**src/rtl/csrst_pkg.sv**
```systemverilog
package csrst_pkg;

  // Events seen by the datapath on the synchronised pins
  typedef struct packed {
    logic csFall;      // chip select went low this cycle
    logic csRise;      // chip select went high this cycle
    logic sckEdge;     // serial clock changed level this cycle
    logic ioHighLow;   // lane 0 high while a low pulse is in progress
    logic longEnough;  // the interval that just ended met the minimum
    logic levelFlips;  // lane 0 now differs from the last captured level
  } dpEvents_t;

  // Strobes from control to datapath
  typedef struct packed {
    logic captureLvl;  // store lane 0 as the reference level
  } ctlStrobes_t;

  typedef enum logic [1:0] {
    ST_IDLE = 2'd0,
    ST_LOW  = 2'd1,
    ST_HIGH = 2'd2
  } seqState_t;

endpackage

```
**src/rtl/csrst_datapath.sv**
```systemverilog
module csrst_datapath
  import csrst_pkg::*;
#(
  parameter int SYNC_STAGES = 2,
  parameter int MIN_CYCLES  = 4
) (
  input  logic        clk,
  input  logic        rstN,
  input  logic        csN,
  input  logic        sck,
  input  logic        io0,
  input  ctlStrobes_t strobes,
  output dpEvents_t   events
);

  localparam int CNT_W = $clog2(MIN_CYCLES + 1);
  localparam logic [CNT_W-1:0] CNT_MAX = CNT_W'(MIN_CYCLES);
  localparam logic [2:0] PIN_IDLE = 3'b100;  // {cs, sck, io0}

  logic [SYNC_STAGES-1:0][2:0] syncSh;
  logic [2:0] syncPins;

  // Synchroniser depth picks the shift variant
  generate
    if (SYNC_STAGES == 1) begin : g_sync_one
      always_ff @(posedge clk or negedge rstN) begin
        if (!rstN) syncSh <= PIN_IDLE;
        else       syncSh <= {csN, sck, io0};
      end
    end else begin : g_sync_chain
      always_ff @(posedge clk or negedge rstN) begin
        if (!rstN) syncSh <= {SYNC_STAGES{PIN_IDLE}};
        else       syncSh <= {syncSh[SYNC_STAGES-2:0], {csN, sck, io0}};
      end
    end
  endgenerate

  assign syncPins = syncSh[SYNC_STAGES-1];

  logic syncCs, syncSck, syncIo;
  assign syncCs  = syncPins[2];
  assign syncSck = syncPins[1];
  assign syncIo  = syncPins[0];

  logic prevCs, prevSck, lastLvl;
  logic [CNT_W-1:0] intervalCnt;
  logic csEdge;

  assign csEdge = prevCs ^ syncCs;

  always_ff @(posedge clk or negedge rstN) begin
    if (!rstN) begin
      prevCs      <= 1'b1;
      prevSck     <= 1'b0;
      lastLvl     <= 1'b0;
      intervalCnt <= '0;
    end else begin
      prevCs  <= syncCs;
      prevSck <= syncSck;
      if (strobes.captureLvl) lastLvl <= syncIo;
      if (csEdge)                      intervalCnt <= CNT_W'(1);
      else if (intervalCnt != CNT_MAX) intervalCnt <= intervalCnt + CNT_W'(1);
    end
  end

  always_comb begin
    events.csFall     = prevCs & ~syncCs;
    events.csRise     = ~prevCs & syncCs;
    events.sckEdge    = prevSck ^ syncSck;
    events.ioHighLow  = ~prevCs & syncIo;
    events.longEnough = (intervalCnt == CNT_MAX);
    events.levelFlips = syncIo ^ lastLvl;
  end


  interval_sat_chk: assert property (@(posedge clk) disable iff (!rstN)
    intervalCnt <= CNT_MAX);


  edge_restart_chk: assert property (@(posedge clk) disable iff (!rstN)
    csEdge |=> !events.longEnough || (MIN_CYCLES <= 1));

endmodule

```
**src/rtl/csrst_control.sv**
```systemverilog
module csrst_control
  import csrst_pkg::*;
#(
  parameter int PULSES = 4
) (
  input  logic        clk,
  input  logic        rstN,
  input  dpEvents_t   events,
  output ctlStrobes_t strobes,
  output logic        resetReq
);

  localparam int CNT_W = $clog2(PULSES + 1);
  localparam logic [CNT_W-1:0] LAST = CNT_W'(PULSES);

  seqState_t st, stNext;
  logic [CNT_W-1:0] pulseCnt, cntNext;
  logic fireNext;

  always_comb begin
    stNext             = st;
    cntNext            = pulseCnt;
    fireNext           = 1'b0;
    strobes.captureLvl = 1'b0;
    if (events.sckEdge) begin
      stNext  = ST_IDLE;
      cntNext = '0;
    end else begin
      unique case (st)
        ST_IDLE: begin
          if (events.csFall && events.longEnough) begin
            stNext             = ST_LOW;
            cntNext            = CNT_W'(1);
            strobes.captureLvl = 1'b1;
          end
        end
        ST_LOW: begin
          if (events.ioHighLow || (events.csRise && !events.longEnough)) begin
            stNext  = ST_IDLE;
            cntNext = '0;
          end else if (events.csRise) begin
            if (pulseCnt == LAST) begin
              fireNext = 1'b1;
              stNext   = ST_IDLE;
              cntNext  = '0;
            end else begin
              stNext = ST_HIGH;
            end
          end
        end
        ST_HIGH: begin
          if (events.csFall) begin
            if (!events.longEnough) begin
              stNext  = ST_IDLE;
              cntNext = '0;
            end else begin
              stNext             = ST_LOW;
              strobes.captureLvl = 1'b1;
              cntNext = events.levelFlips ? pulseCnt + CNT_W'(1) : CNT_W'(1);
            end
          end
        end
        default: begin
          stNext  = ST_IDLE;
          cntNext = '0;
        end
      endcase
    end
  end

  always_ff @(posedge clk or negedge rstN) begin
    if (!rstN) begin
      st       <= ST_IDLE;
      pulseCnt <= '0;
      resetReq <= 1'b0;
    end else begin
      st       <= stNext;
      pulseCnt <= cntNext;
      resetReq <= fireNext;
    end
  end


  single_cycle_chk: assert property (@(posedge clk) disable iff (!rstN)
    resetReq |=> !resetReq);


  fire_on_rise_chk: assert property (@(posedge clk) disable iff (!rstN)
    resetReq |-> ($past(events.csRise) && $past(pulseCnt) == LAST));


  sck_abort_chk: assert property (@(posedge clk) disable iff (!rstN)
    events.sckEdge |=> (pulseCnt == '0 && !resetReq));


  count_bound_chk: assert property (@(posedge clk) disable iff (!rstN)
    pulseCnt <= LAST);


  short_low_chk: assert property (@(posedge clk) disable iff (!rstN)
    (st == ST_LOW && events.csRise && !events.longEnough) |=> !resetReq);

endmodule

```
**src/rtl/cs_reset_detect.sv**
```systemverilog
module cs_reset_detect
  import csrst_pkg::*;
#(
  parameter int SYNC_STAGES = 2,
  parameter int MIN_CYCLES  = 4,
  parameter int PULSES      = 4
) (
  input  logic clk,
  input  logic rstN,
  input  logic csN,
  input  logic sck,
  input  logic io0,
  output logic resetReq
);

  dpEvents_t   dpEvents;
  ctlStrobes_t ctlStrobes;

  csrst_datapath #(
    .SYNC_STAGES(SYNC_STAGES),
    .MIN_CYCLES (MIN_CYCLES)
  ) u_datapath (
    .clk    (clk),
    .rstN   (rstN),
    .csN    (csN),
    .sck    (sck),
    .io0    (io0),
    .strobes(ctlStrobes),
    .events (dpEvents)
  );

  csrst_control #(
    .PULSES(PULSES)
  ) u_control (
    .clk     (clk),
    .rstN    (rstN),
    .events  (dpEvents),
    .strobes (ctlStrobes),
    .resetReq(resetReq)
  );

endmodule

```
**config.mk**
```make
export PLATFORM = sky130hd
export DESIGN_NAME = cs_reset_detect
export DESIGN_NICKNAME = d
export VERILOG_FILES = /design/src/rtl/csrst_pkg.sv /design/src/rtl/csrst_datapath.sv /design/src/rtl/csrst_control.sv /design/src/rtl/cs_reset_detect.sv
export SDC_FILE = /design/constraint.sdc
export NUM_CORES = 1
export LEC_CHECK = 0
export CAP_MARGIN = 20
export CORE_MARGIN = 8
export CORE_UTILIZATION = 55
export CTS_BUF_LIST = sky130_fd_sc_hd__clkbuf_8
export DETAILED_ROUTE_END_ITERATION = 12
export DONT_BUFFER_PORTS = 1
export GPL_TIMING_DRIVEN = 0
export PLACE_DENSITY = 0.73
export SYNTH_ARGS = -nofsm -noshare
export SYNTH_HDL_FRONTEND = slang
export SYNTH_SLANG_ARGS = --single-unit
export TNS_END_PERCENT = 30
```
**constraint.sdc**
```tcl
create_clock -name clk -period 1.6 [get_ports clk]
set_input_delay 0.16 -clock clk [delete_from_list [all_inputs] [get_ports clk]]
set_output_delay 0.16 -clock clk [all_outputs]
set_load 0.005 [all_outputs]
```
==> results of run 1 <==
==> timing repair <==
action	in CTS	in global routing
pin swaps	2	4
hold endpoints to repair	21	0
hold buffers	4	0
resized for setup	5	10
setup buffers	0	7
setup endpoints to repair	2	2
==> cell usage in the layout, fill, tap and decap left out, types with 2 or more instances in the layout <==
cell           netlist  routed
dfrtp_1             15      13
ha_1                 6       4
nand2_1              6       6
dlygate4sd3_1        0       4
dfrtp_2              0       2
o21ai_0              4       2
clkbuf_8             0       4
inv_1               10       8
xnor2_1              2       2
nand3_1              3       3
buf_4                0       7
inv_2                0       2
nor2_1               3       3
dfstp_2              3       3
==> metal layers <==
layer,share of wire,GRT usage
met1,0.39,0.117
met2,0.53,0.191
met3,0.056,0.0462
met4,0.023,0.0820
met5,0,0
==> final cells by class <==
class,instances,area [sq um],share of cell area
Multi-Input combinational cell,42,395,0.374
Clock buffer,4,55.1,0.0521
Timing Repair Buffer,11,92.6,0.0876
Tap cell,16,20.0,0.0189
Sequential cell,18,457,0.432
Inverter,10,37.5,0.0355
==> critical path, stage by stage, from the launching register on <==
cell and delay (ns):
dfrtp_2 0.44, xor2_4 0.20, a2111oi_4 0.43, a21oi_2 0.14, mux2_4 0.31
==> worst paths after layout <==
check,cells after the start,start,slack (ns),endpoint
min in group asynchronous,1,rstN,0.42,u_datapath.intervalCnt[2]
min reg2reg,0,u_datapath.syncSh[0],0.35,u_datapath.syncPins[0]
max in group asynchronous,1,rstN,0.65,u_datapath.syncPins[1]
max,4,u_datapath.prevSck,-0.04,u_control.pulseCnt[0]
min,0,u_datapath.syncSh[0],0.35,u_datapath.syncPins[0]
max reg2reg,4,u_datapath.prevSck,-0.04,u_control.pulseCnt[0]
==> cell families after synthesis <==
group,after synthesis,synth area share
xor gates and xnor gates,3,0.0318
buffers and inverters,10,0.0454
DFF,18,0.549
adders and majority gates,6,0.0908
AOI/OAI and AO/OA,13,0.141
muxes,3,0.0439
and+or+nand+nor,17,0.0983
==> stage by stage <==
| stage | setup TNS (ns) | utilization | worst slack [ns] |
|---|---|---|---|
| 2_1_floorplan | 0 | - | 0.0443 |
| 3_3_place_gp | -0.0741 | 0.586 | -0.0509 |
| 3_5_place_dp | -0.0972 | 0.586 | -0.0602 |
| 4_1_cts | -0.00888 | 0.664 | -0.00888 |
| 5_1_grt | -0.263 | 0.727 | -0.104 |
| 6_report | -0.0351 | 0.727 | -0.0351 |
==> flip-flops by register name (all words and copies together), names as in the netlist <==
name / count
u_datapath.prevCs: 1
u_datapath.syncSh: 3
u_control.resetReq: 1
u_datapath.lastLvl: 1
u_datapath.syncPins: 3
u_control.st: 2
u_datapath.intervalCnt: 3
u_control.pulseCnt: 3
u_datapath.prevSck: 1
==> Yosys cell counts (all sizes together) <==
| master | instances | share of area |
|---|---|---|
| nor2 | 3 | 0.014 |
| a21boi | 1 | 0.0091 |
| a21oi | 1 | 0.011 |
| nand3b | 1 | 0.0091 |
| xnor2 | 2 | 0.021 |
| nand3 | 3 | 0.018 |
| nor2b | 1 | 0.0076 |
| xor2 | 1 | 0.011 |
| dfstp | 3 | 0.095 |
| a2111oi | 1 | 0.033 |
| ha | 6 | 0.091 |
| nor4 | 1 | 0.0076 |
| dfrtp | 15 | 0.45 |
| nand2 | 6 | 0.027 |
| a31oi | 1 | 0.0076 |
| a32o | 1 | 0.012 |
| and2 | 2 | 0.015 |
| o311a | 1 | 0.012 |
| mux2 | 2 | 0.032 |
| a211oi | 1 | 0.0091 |
| a221o | 1 | 0.014 |
| mux2i | 1 | 0.012 |
| o21ai | 4 | 0.024 |
| inv | 10 | 0.045 |
| a21o | 1 | 0.0091 |
==> power by group through the flow <==
stage,Combinational (W),Clock (W),Sequential [W]
floorplan,0.000143,0,0.000548
global placement,0.000164,0,0.000554
detailed placement,0.000169,0,0.000557
CTS,0.000197,0.000370,0.000550
global route,0.000299,0.000382,0.000561
finish,0.000263,0.000359,0.000554
==> flow_metrics.env, run 1 <==
export IMPL_cellLeakagePower_nw=0.463
export IMPL_hold_viol_final=0
export IMPL_p_total_w=0.00118
export IMPL_cts_htree_levels=1
export IMPL_power_density_mw_per_mm2=1110
export IMPL_slew_viol_final=0
export IMPL_gr_total_overflow=0
export IMPL_cell_internal_pwr_w=0.000863
export IMPL_route_detailed_wl_per_inst_microns=14.7
export IMPL_drt_vias_per_instance=5.57
export IMPL_min_path_type="flip-flop to flip-flop"
export IMPL_clk_latency_ns=0.25
export IMPL_placed_cells_incl_taps=86
export IMPL_finalSetupViolCount=1
export IMPL_max_freq_mhz=612
export IMPL_status="finished, violations left"
export IMPL_die_w_microns=54.8
export IMPL_start_util=0.569
export IMPL_hold_slack_ns=0.353
export IMPL_cp_data_required_time_ns=1.74
export IMPL_clock_sinks=18
export IMPL_clock_power_share=0.305
export IMPL_unrepaired_setup_endpoints_after_global_routing="yes"
export IMPL_worst_setup_path_end_kind="flip-flop"
export IMPL_period_minus_slack_ns=1.64
export IMPL_post_dp_hpwl_microns=934
export IMPL_vias=563
export IMPL_worst_setup_hold_path_clk_slew_ns=0.06
export IMPL_gate_power_share=0.224
export IMPL_path_class="flip-flop to flip-flop"
export IMPL_share_seq_of_total_power=0.471
export IMPL_final_area_sq_mm=0.00106
export IMPL_share_of_final_layout_standard_cells_stronger_than_drive_strength_1=0.353
export IMPL_max_slew_worst_pin_slew_ns=0.762
export IMPL_violations="negative setup slack"
export IMPL_antennaDiodeCount=0
export IMPL_grt_usage=0.116
export IMPL_number_of_fillers_in_the_final_layout=101
export IMPL_drt_first_iter_violations=15
export IMPL_detailedRoute_firstPassIterationCount=6
export IMPL_cp_data_arrival_time_ns=1.78
export IMPL_finish_cell_count_without_fillers=101
export IMPL_max_clock_path_buffers=2
export IMPL_crit_path_setup_slack_layout_ns=-0.0351
export IMPL_io_buffers=0
export IMPL_flow_area_growth_from_synthesis_pct=27.8
export IMPL_grt_start_max_net_pins=19
export IMPL_gp_congestion=0.791
export IMPL_post_route_period_util=1.02
export IMPL_synth_cell_area_sq_um=827
export IMPL_synthCells=70
export IMPL_critPathMaxFanout=4
export IMPL_start_kind="flip-flop"
export IMPL_die_height_microns=54.8
export IMPL_drcViolationCount=0
export IMPL_rows=14
export IMPL_number_of_maximum_capacitance_constraint_violations=0
export IMPL_cts_inserted_buffers=3
export IMPL_number_of_antenna_violations_at_the_first_check_in_global_routing=0
export IMPL_place_area_sq_um=852
export IMPL_core_area_sq_mm=0.00145
export IMPL_switchingPower_w=0.000313
export IMPL_postSynthNetCount=81
export IMPL_ys_seq_elements=18
export IMPL_netlist_cell_type_count=26
export IMPL_timing_max_slew_rel_slack=0.490
export IMPL_cts_tree="done"
export IMPL_total_number_of_yosys_warnings=0
export IMPL_final_antenna_net_count=0
export IMPL_grt_pass1_wl_microns=2450
export IMPL_boundaryPins=6
export IMPL_routed_wirelength_microns=1490
export IMPL_synthesis_area_per_instance_sq_um=11.8
export IMPL_num_nets_final=97
export IMPL_grt_pass1_vias=602
export IMPL_clock_tree_root_cell="clkbuf_8"
export IMPL_p_sw_frac=0.266
export IMPL_fp_dieArea_sq_mm=0.00300
export IMPL_yosysSeqAreaShare=0.549
export IMPL_vdd_ir_drop_max_uv=870
export IMPL_clock_skew_ns=0.00460
(Power assumes the default switching activity.)
==> inputs of run 2 (changes only) <==
--- a/config.mk
+++ b/config.mk
@@ -12,7 +12,7 @@
 export DETAILED_ROUTE_END_ITERATION = 12
 export DONT_BUFFER_PORTS = 1
 export GPL_TIMING_DRIVEN = 0
-export PLACE_DENSITY = 0.73
+export PLACE_DENSITY = 0.7
 export SYNTH_ARGS = -nofsm -noshare
 export SYNTH_HDL_FRONTEND = slang
 export SYNTH_SLANG_ARGS = --single-unit
==> constraint.sdc (replaced) <==
create_clock -name clk -period 1.85 [get_ports clk]
set_input_delay 0.185 -clock clk [delete_from_list [all_inputs] [get_ports clk]]
set_output_delay 0.185 -clock clk [all_outputs]
set_load 0.005 [all_outputs]
==> flow_metrics.env, run 2 (synthesis gave the netlist of run 1 again) <==
export IMPL_cp_data_arrival_time_ns=1.92
export IMPL_share_seq_of_total_power=0.501
export IMPL_p_sw_frac=0.258
export IMPL_path_delay_family="compound AO/OA/AOI/OAI gates"
export IMPL_power_density_mw_per_mm2=1010
export IMPL_timing_setup_tns_ns=0
export IMPL_start_kind="flip-flop"
export IMPL_cts_tree="done"
export IMPL_routed_wirelength_microns=1270
export IMPL_cpMaxStageDelayCell="a211oi_1"
export IMPL_max_freq_mhz=562
export IMPL_grt_pass1_vias=532
export IMPL_layout_commonest_cell="dfrtp_1"
export IMPL_met3RoutedLength_microns=54
export IMPL_vdd_ir_drop_max_uv=669
export IMPL_mostFrequentLayoutCells="15 x dfrtp_1, 10 x inv_1, 6 x nand2_1, 6 x ha_1"
export IMPL_clock_tree_root_cell="clkbuf_8"
export IMPL_hold_viol_final=0
export IMPL_critPathMaxFanout=5
export IMPL_rows=14
export IMPL_drt_first_iter_violations=11
export IMPL_flow_area_growth_from_synthesis_pct=13.9
export IMPL_timing_max_slew_rel_slack=0.498
export IMPL_routedLengthMet1_microns=573
export IMPL_detailedRoute_firstPassIterationCount=4
export IMPL_die_height_microns=54.8
export IMPL_cts_repair_timing_setup_buffer_count=0
export IMPL_slew_viol_final=0
export IMPL_drt_vias_per_instance=5.41
export IMPL_num_nets_final=90
export IMPL_clk_latency_ns=0.25
export IMPL_post_route_period_util=0.962
export IMPL_cell_chain_of_the_critical_path="inv_1 -> ha_1 -> a21o_1 -> a211oi_1 -> a21oi_2 -> mux2_4"
export IMPL_drcViolationCount=0
export IMPL_unrepaired_setup_endpoints_after_global_routing="no"
export IMPL_min_path_type="flip-flop to flip-flop"
export IMPL_switchingPower_w=0.000244
export IMPL_highest_layer="met4"
export IMPL_share_of_final_layout_standard_cells_stronger_than_drive_strength_1=0.154
export IMPL_clock_skew_ns=0.00202
export IMPL_post_dp_hpwl_microns=870
export IMPL_io_buffers=0
export IMPL_max_clock_path_buffers=2
export IMPL_core_area_sq_mm=0.00145
export IMPL_path_class="flip-flop to flip-flop"
export IMPL_cell_internal_pwr_w=0.000703
export IMPL_worst_setup_hold_path_clk_slew_ns=0.06
export IMPL_vias=509
export IMPL_number_of_antenna_violations_at_the_first_check_in_global_routing=0
export IMPL_fp_dieArea_sq_mm=0.00300
export IMPL_cp_slowest_stage_delay_ns=0.39
export IMPL_boundaryPins=6
export IMPL_number_of_maximum_capacitance_constraint_violations=0
export IMPL_met2_routed_length_microns=581
export IMPL_gate_power_share=0.164
export IMPL_grt_pass1_wl_microns=2280
export IMPL_die_w_microns=54.8
export IMPL_start_util=0.569
export IMPL_cts_htree_levels=1
export IMPL_finalSetupViolCount=0
export IMPL_worst_setup_path_end_kind="flip-flop"
export IMPL_status="finished clean"
export IMPL_clock_sinks=18
export IMPL_antennaDiodeCount=0
export IMPL_final_antenna_net_count=0
export IMPL_grt_usage=0.112
export IMPL_clock_power_share=0.335
export IMPL_gp_congestion=0.781
export IMPL_gr_total_overflow=0
export IMPL_cellLeakagePower_nw=0.427
export IMPL_grt_start_max_net_pins=19
export IMPL_period_minus_slack_ns=1.78
export IMPL_worstPathBufferInverterCount=1
export IMPL_hold_slack_ns=0.351
export IMPL_cp_data_required_time_ns=1.99
export IMPL_route_detailed_wl_per_inst_microns=13.5
export IMPL_cts_inserted_buffers=3
export IMPL_max_slew_worst_pin_slew_ns=0.751
==> run 2: cell types whose count changed in the layout (fill, tap and decap cells not counted), moves of 2 or more <==
cell and delta:
inv_1 +2, dfrtp_1 +2, o21ai_0 +2, dfrtp_2 -2, inv_2 -2, buf_4 -7, ha_1 +2
==> run 2: path summary, 6_finish.rpt <==
| check | depth (start not counted) | endpoint | from | slack [ns] |
|---|---|---|---|---|
| max | 6 | u_control.pulseCnt[0] | u_datapath.intervalCnt[0] | 0.07 |
| min | 0 | u_datapath.syncPins[1] | u_datapath.syncSh[1] | 0.35 |
| max in group asynchronous | 1 | u_datapath.lastLvl | rstN | 0.94 |
| max reg2reg | 6 | u_control.pulseCnt[0] | u_datapath.intervalCnt[0] | 0.07 |
| min in group asynchronous | 1 | u_datapath.intervalCnt[2] | rstN | 0.44 |
| min reg2reg | 0 | u_datapath.syncPins[1] | u_datapath.syncSh[1] | 0.35 |
==> run 2: cell type report <==
type,count,area (sq um)
multi-input cells,42,335
inverters,10,37.5
fillers,122,512
well taps,16,20.0
flip-flops and latches,18,454
repair buffers,4,40.0
clock buffers,4,55.1
==> run 2: routing by layer <==
layer  vias to the layer above  GRT usage
met5                         -          0
met3                         5     0.0408
met4                         0      0.111
met1                       245      0.115
li1                        251          -
met2                         8      0.172
==> run 2: through the flow <==
step / area [sq um] / instances / util / power, W / worst slack [ns]
final: 942 / 94 / 0.648 / 0.000947 / 0.0707
after global placement: 847 / 86 / 0.583 / 0.000619 / 0.115
after detailed placement: 847 / 86 / 0.583 / 0.000624 / 0.138
after CTS: 942 / 94 / 0.648 / 0.000966 / 0.0824
after floorplan: 827 / 70 / - / 0.000595 / 0.233
after global routing: 942 / 94 / 0.648 / 0.00100 / 0.00302
==> run 2: what timing repair did <==
| item | 4_1_cts | 5_1_grt |
|---|---|---|
| hold buffers | 4 | 0 |
| gates resized for setup | 0 | 0 |
| hold endpoints to repair | 21 | 0 |
==> run 2: power groups by stage <==
| stage | Combinational (W) | Sequential, W | Clock, W |
|---|---|---|---|
| CTS | 0.000158 | 0.000475 | 0.000333 |
| global placement | 0.000140 | 0.000479 | 0 |
| floorplan | 0.000121 | 0.000474 | 0 |
| global route | 0.000179 | 0.000481 | 0.000344 |
| finish | 0.000156 | 0.000474 | 0.000317 |
| detailed placement | 0.000142 | 0.000482 | 0 |
==> run 2: worst register-to-register path, delay by kind of cell (launching register included) <==
family | cells | cell delay (ns)
multiplexers | 1 | 0.32
AO/OA/AOI/OAI | 3 | 0.69
adder cells (fa/ha/maj) | 1 | 0.24
flip-flops | 1 | 0.35
buffers and inverters | 1 | 0.07
==> inputs of run 3 (changes only) <==
--- a/config.mk
+++ b/config.mk
@@ -5,8 +5,9 @@
 export SDC_FILE = /design/constraint.sdc
 export NUM_CORES = 1
 export LEC_CHECK = 0
-export CAP_MARGIN = 20
-export CORE_MARGIN = 8
+export ABC_AREA = 1
+export CAP_MARGIN = 5
+export CORE_MARGIN = 3
 export CORE_UTILIZATION = 55
 export CTS_BUF_LIST = sky130_fd_sc_hd__clkbuf_8
 export DETAILED_ROUTE_END_ITERATION = 12
==> flow_metrics.env, run 3 <==
export IMPL_power_density_mw_per_mm2=864
export IMPL_synth_top_cells_by_count="25 x nand2_1, 15 x dfrtp_1, 13 x inv_1"
export IMPL_synthesis_area_per_instance_sq_um=8.89
export IMPL_regArea_sq_um=454
export IMPL_critPathMaxFanout=4
export IMPL_cts_repair_timing_setup_buffer_count=0
export IMPL_postSynth_asyncResetShare=1.00
export IMPL_clk_latency_ns=0.25
export IMPL_postSynthNetCount=115
export IMPL_number_of_antenna_violations_at_the_first_check_in_global_routing=0
export IMPL_path_class="flip-flop to flip-flop"
export IMPL_share_of_final_layout_standard_cells_stronger_than_drive_strength_1=0.232
export IMPL_boundaryPins=6
export IMPL_met3_usage=0.0460
export IMPL_synthCells=104
export IMPL_cts_inserted_buffers=3
export IMPL_cell_internal_pwr_w=0.000671
export IMPL_gr_total_overflow=0
export IMPL_gp_congestion=0.898
export IMPL_grt_start_max_net_pins=19
export IMPL_clock_sinks=18
export IMPL_worst_setup_path_end_kind="flip-flop"
export IMPL_status="finished clean"
export IMPL_max_freq_mhz=684
export IMPL_layout_commonest_cell="nand2_1"
export IMPL_routed_wirelength_microns=1430
export IMPL_max_clock_path_buffers=2
export IMPL_drcViolationCount=0
export IMPL_cts_htree_levels=1
export IMPL_ys_seq_elements=18
export IMPL_grt_usage=0.167
export IMPL_gate_power_share=0.144
export IMPL_cpMaxStageDelayCell="dfstp_2"
export IMPL_synth_top_cell_area_share=0.406
export IMPL_synth_area_leader_cell="dfrtp_1"
export IMPL_synth_area_leaders="dfrtp_1 41%, nand2_1 10%, dfstp_2 8.5%"
export IMPL_switchingPower_w=0.000228
export IMPL_cp_slowest_stage_delay_ns=0.54
export IMPL_drt_first_iter_violations=11
export IMPL_worst_setup_hold_path_clk_slew_ns=0.07
export IMPL_multi_input_gate_area_sq_um=402
export IMPL_p_sw_frac=0.253
export IMPL_synth_most_common_cell="nand2_1"
export IMPL_max_slew_worst_pin_slew_ns=0.753
export IMPL_cp_data_arrival_time_ns=1.66
export IMPL_critical_path_most_common_cell="nand2_1"
export IMPL_finalSetupViolCount=0
export IMPL_start_kind="flip-flop"
export IMPL_hold_viol_final=0
export IMPL_vdd_ir_drop_max_uv=704
export IMPL_mostFrequentLayoutCells="25 x nand2_1, 15 x dfrtp_1, 13 x inv_1"
export IMPL_cellLeakagePower_nw=0.538
export IMPL_antennaDiodeCount=0
export IMPL_min_path_type="flip-flop to flip-flop"
export IMPL_io_buffers=0
export IMPL_core_area_sq_mm=0.00154
export IMPL_top_usage_layer="met2"
export IMPL_cell_chain_of_the_critical_path="inv_1 -> ha_1 -> nand2_1 -> nand2_1 -> nor2_2 -> nand2_2 -> nand2_1 -> o21bai_1 -> nand2_1"
export IMPL_fp_dieArea_sq_mm=0.00221
export IMPL_die_w_microns=47
export IMPL_unrepaired_setup_endpoints_after_global_routing="no"
export IMPL_period_minus_slack_ns=1.46
export IMPL_clock_tree_root_cell="clkbuf_8"
export IMPL_final_antenna_net_count=0
export IMPL_post_dp_hpwl_microns=1100
export IMPL_grt_pass1_wl_microns=2510
export IMPL_synthFlopType="dfrtp_1"
export IMPL_detailedRoute_firstPassIterationCount=4
export IMPL_route_detailed_wl_per_inst_microns=11.2
export IMPL_flow_area_growth_from_synthesis_pct=12.4
export IMPL_timing_setup_tns_ns=0
export IMPL_total_number_of_yosys_warnings=0
export IMPL_grt_use_met1=0.209
export IMPL_start_util=0.600
export IMPL_rows=14
export IMPL_post_route_period_util=0.790
export IMPL_dp_worst_setup_slack_ns=0.389
export IMPL_clock_power_share=0.348
export IMPL_share_seq_of_total_power=0.508
export IMPL_timing_max_slew_rel_slack=0.496
export IMPL_drt_vias_per_instance=5.09
export IMPL_synth_cell_area_sq_um=925
export IMPL_vias=651
export IMPL_die_height_microns=47
export IMPL_cts_tree="done"
export IMPL_clock_skew_ns=0.00583
export IMPL_num_nets_final=124
export IMPL_slew_viol_final=0
export IMPL_netlist_cell_type_count=22
export IMPL_global_route_met2_utilization=0.257
export IMPL_number_of_fillers_in_the_final_layout=128
export IMPL_yosysSeqAreaShare=0.491
export IMPL_crit_path_setup_slack_layout_ns=0.388
export IMPL_number_of_maximum_capacitance_constraint_violations=0
export IMPL_cp_data_required_time_ns=2.04
export IMPL_grt_pass1_vias=615
export IMPL_synth_enable_flop_cells=0
run 3: worst max-delay path, delay by kind of cell (launching register included):
kind	cells	cell delay, ns
compound gates	1	0.07
fa+ha+maj	1	0.22
buf+inv	1	0.06
flops	1	0.54
simple gates	6	0.52
run 3: power by group through the flow:
stage,Combinational [W],Clock [W],Sequential (W)
after floorplan,0.0000971,0,0.000458
after global placement,0.000113,0,0.000463
after detailed placement,0.000117,0,0.000464
after CTS,0.000132,0.000328,0.000456
after global routing,0.000151,0.000350,0.000461
final,0.000129,0.000313,0.000456
run 3: worst paths after layout:
path                                       from                endpoint  slack, ns  depth (start not counted)
max                           u_datapath.prevCs   u_control.pulseCnt[2]       0.39                          9
min                        u_datapath.syncSh[1]  u_datapath.syncPins[1]       0.35                          0
max reg2reg                   u_datapath.prevCs   u_control.pulseCnt[2]       0.39                          9
min reg2reg                u_datapath.syncSh[1]  u_datapath.syncPins[1]       0.35                          0
max in group asynchronous                  rstN  u_datapath.syncPins[0]       0.93                          1
min in group asynchronous                  rstN   u_control.pulseCnt[0]       0.44                          1
run 3: layout make-up:
cell class	instances	share of cell area
repair buffers	4	0.0385
clock buffers	4	0.0529
well taps	16	0.0193
flip-flops and latches	18	0.437
inverters	18	0.0662
multi-input cells	68	0.386
run 3: per-layer routing:
layer / share of wire / vias up
met5: 0 / -
met4: 0.020 / 0
met3: 0.026 / 4
met2: 0.48 / 7
met1: 0.47 / 298
li1: - / 342
run 3: cells by family (layout without fill, tap and decap cells):
group                      count (synthesis)  in the layout  share of synthesized area
and+or+nand+nor                           50             50                      0.268
buffers and inverters                     18             26                     0.0744
AOI/OAI and AO/OA                         11             11                     0.0758
xor gates and xnor gates                   1              1                    0.00947
adders and majority gates                  6              6                     0.0812
DFF                                       18             18                      0.491
run 3: timing repair:
item,CTS,global route
resized for setup,0,0
hold endpoints to repair,21,0
hold buffers,4,0
run 3: per-stage QoR:
stage / hold slack, ns / total power (W) / instance area, sq um / util / instances
3_5_place_dp: -0.110 / 0.000581 / 945 / 0.613 / 120
4_1_cts: 0.353 / 0.000917 / 1040 / 0.675 / 128
3_3_place_gp: -0.110 / 0.000576 / 945 / 0.613 / 120
5_1_grt: 0.357 / 0.000963 / 1040 / 0.675 / 128
2_1_floorplan: -0.111 / 0.000556 / 925 / - / 104
6_report: 0.348 / 0.000899 / 1040 / 0.675 / 128
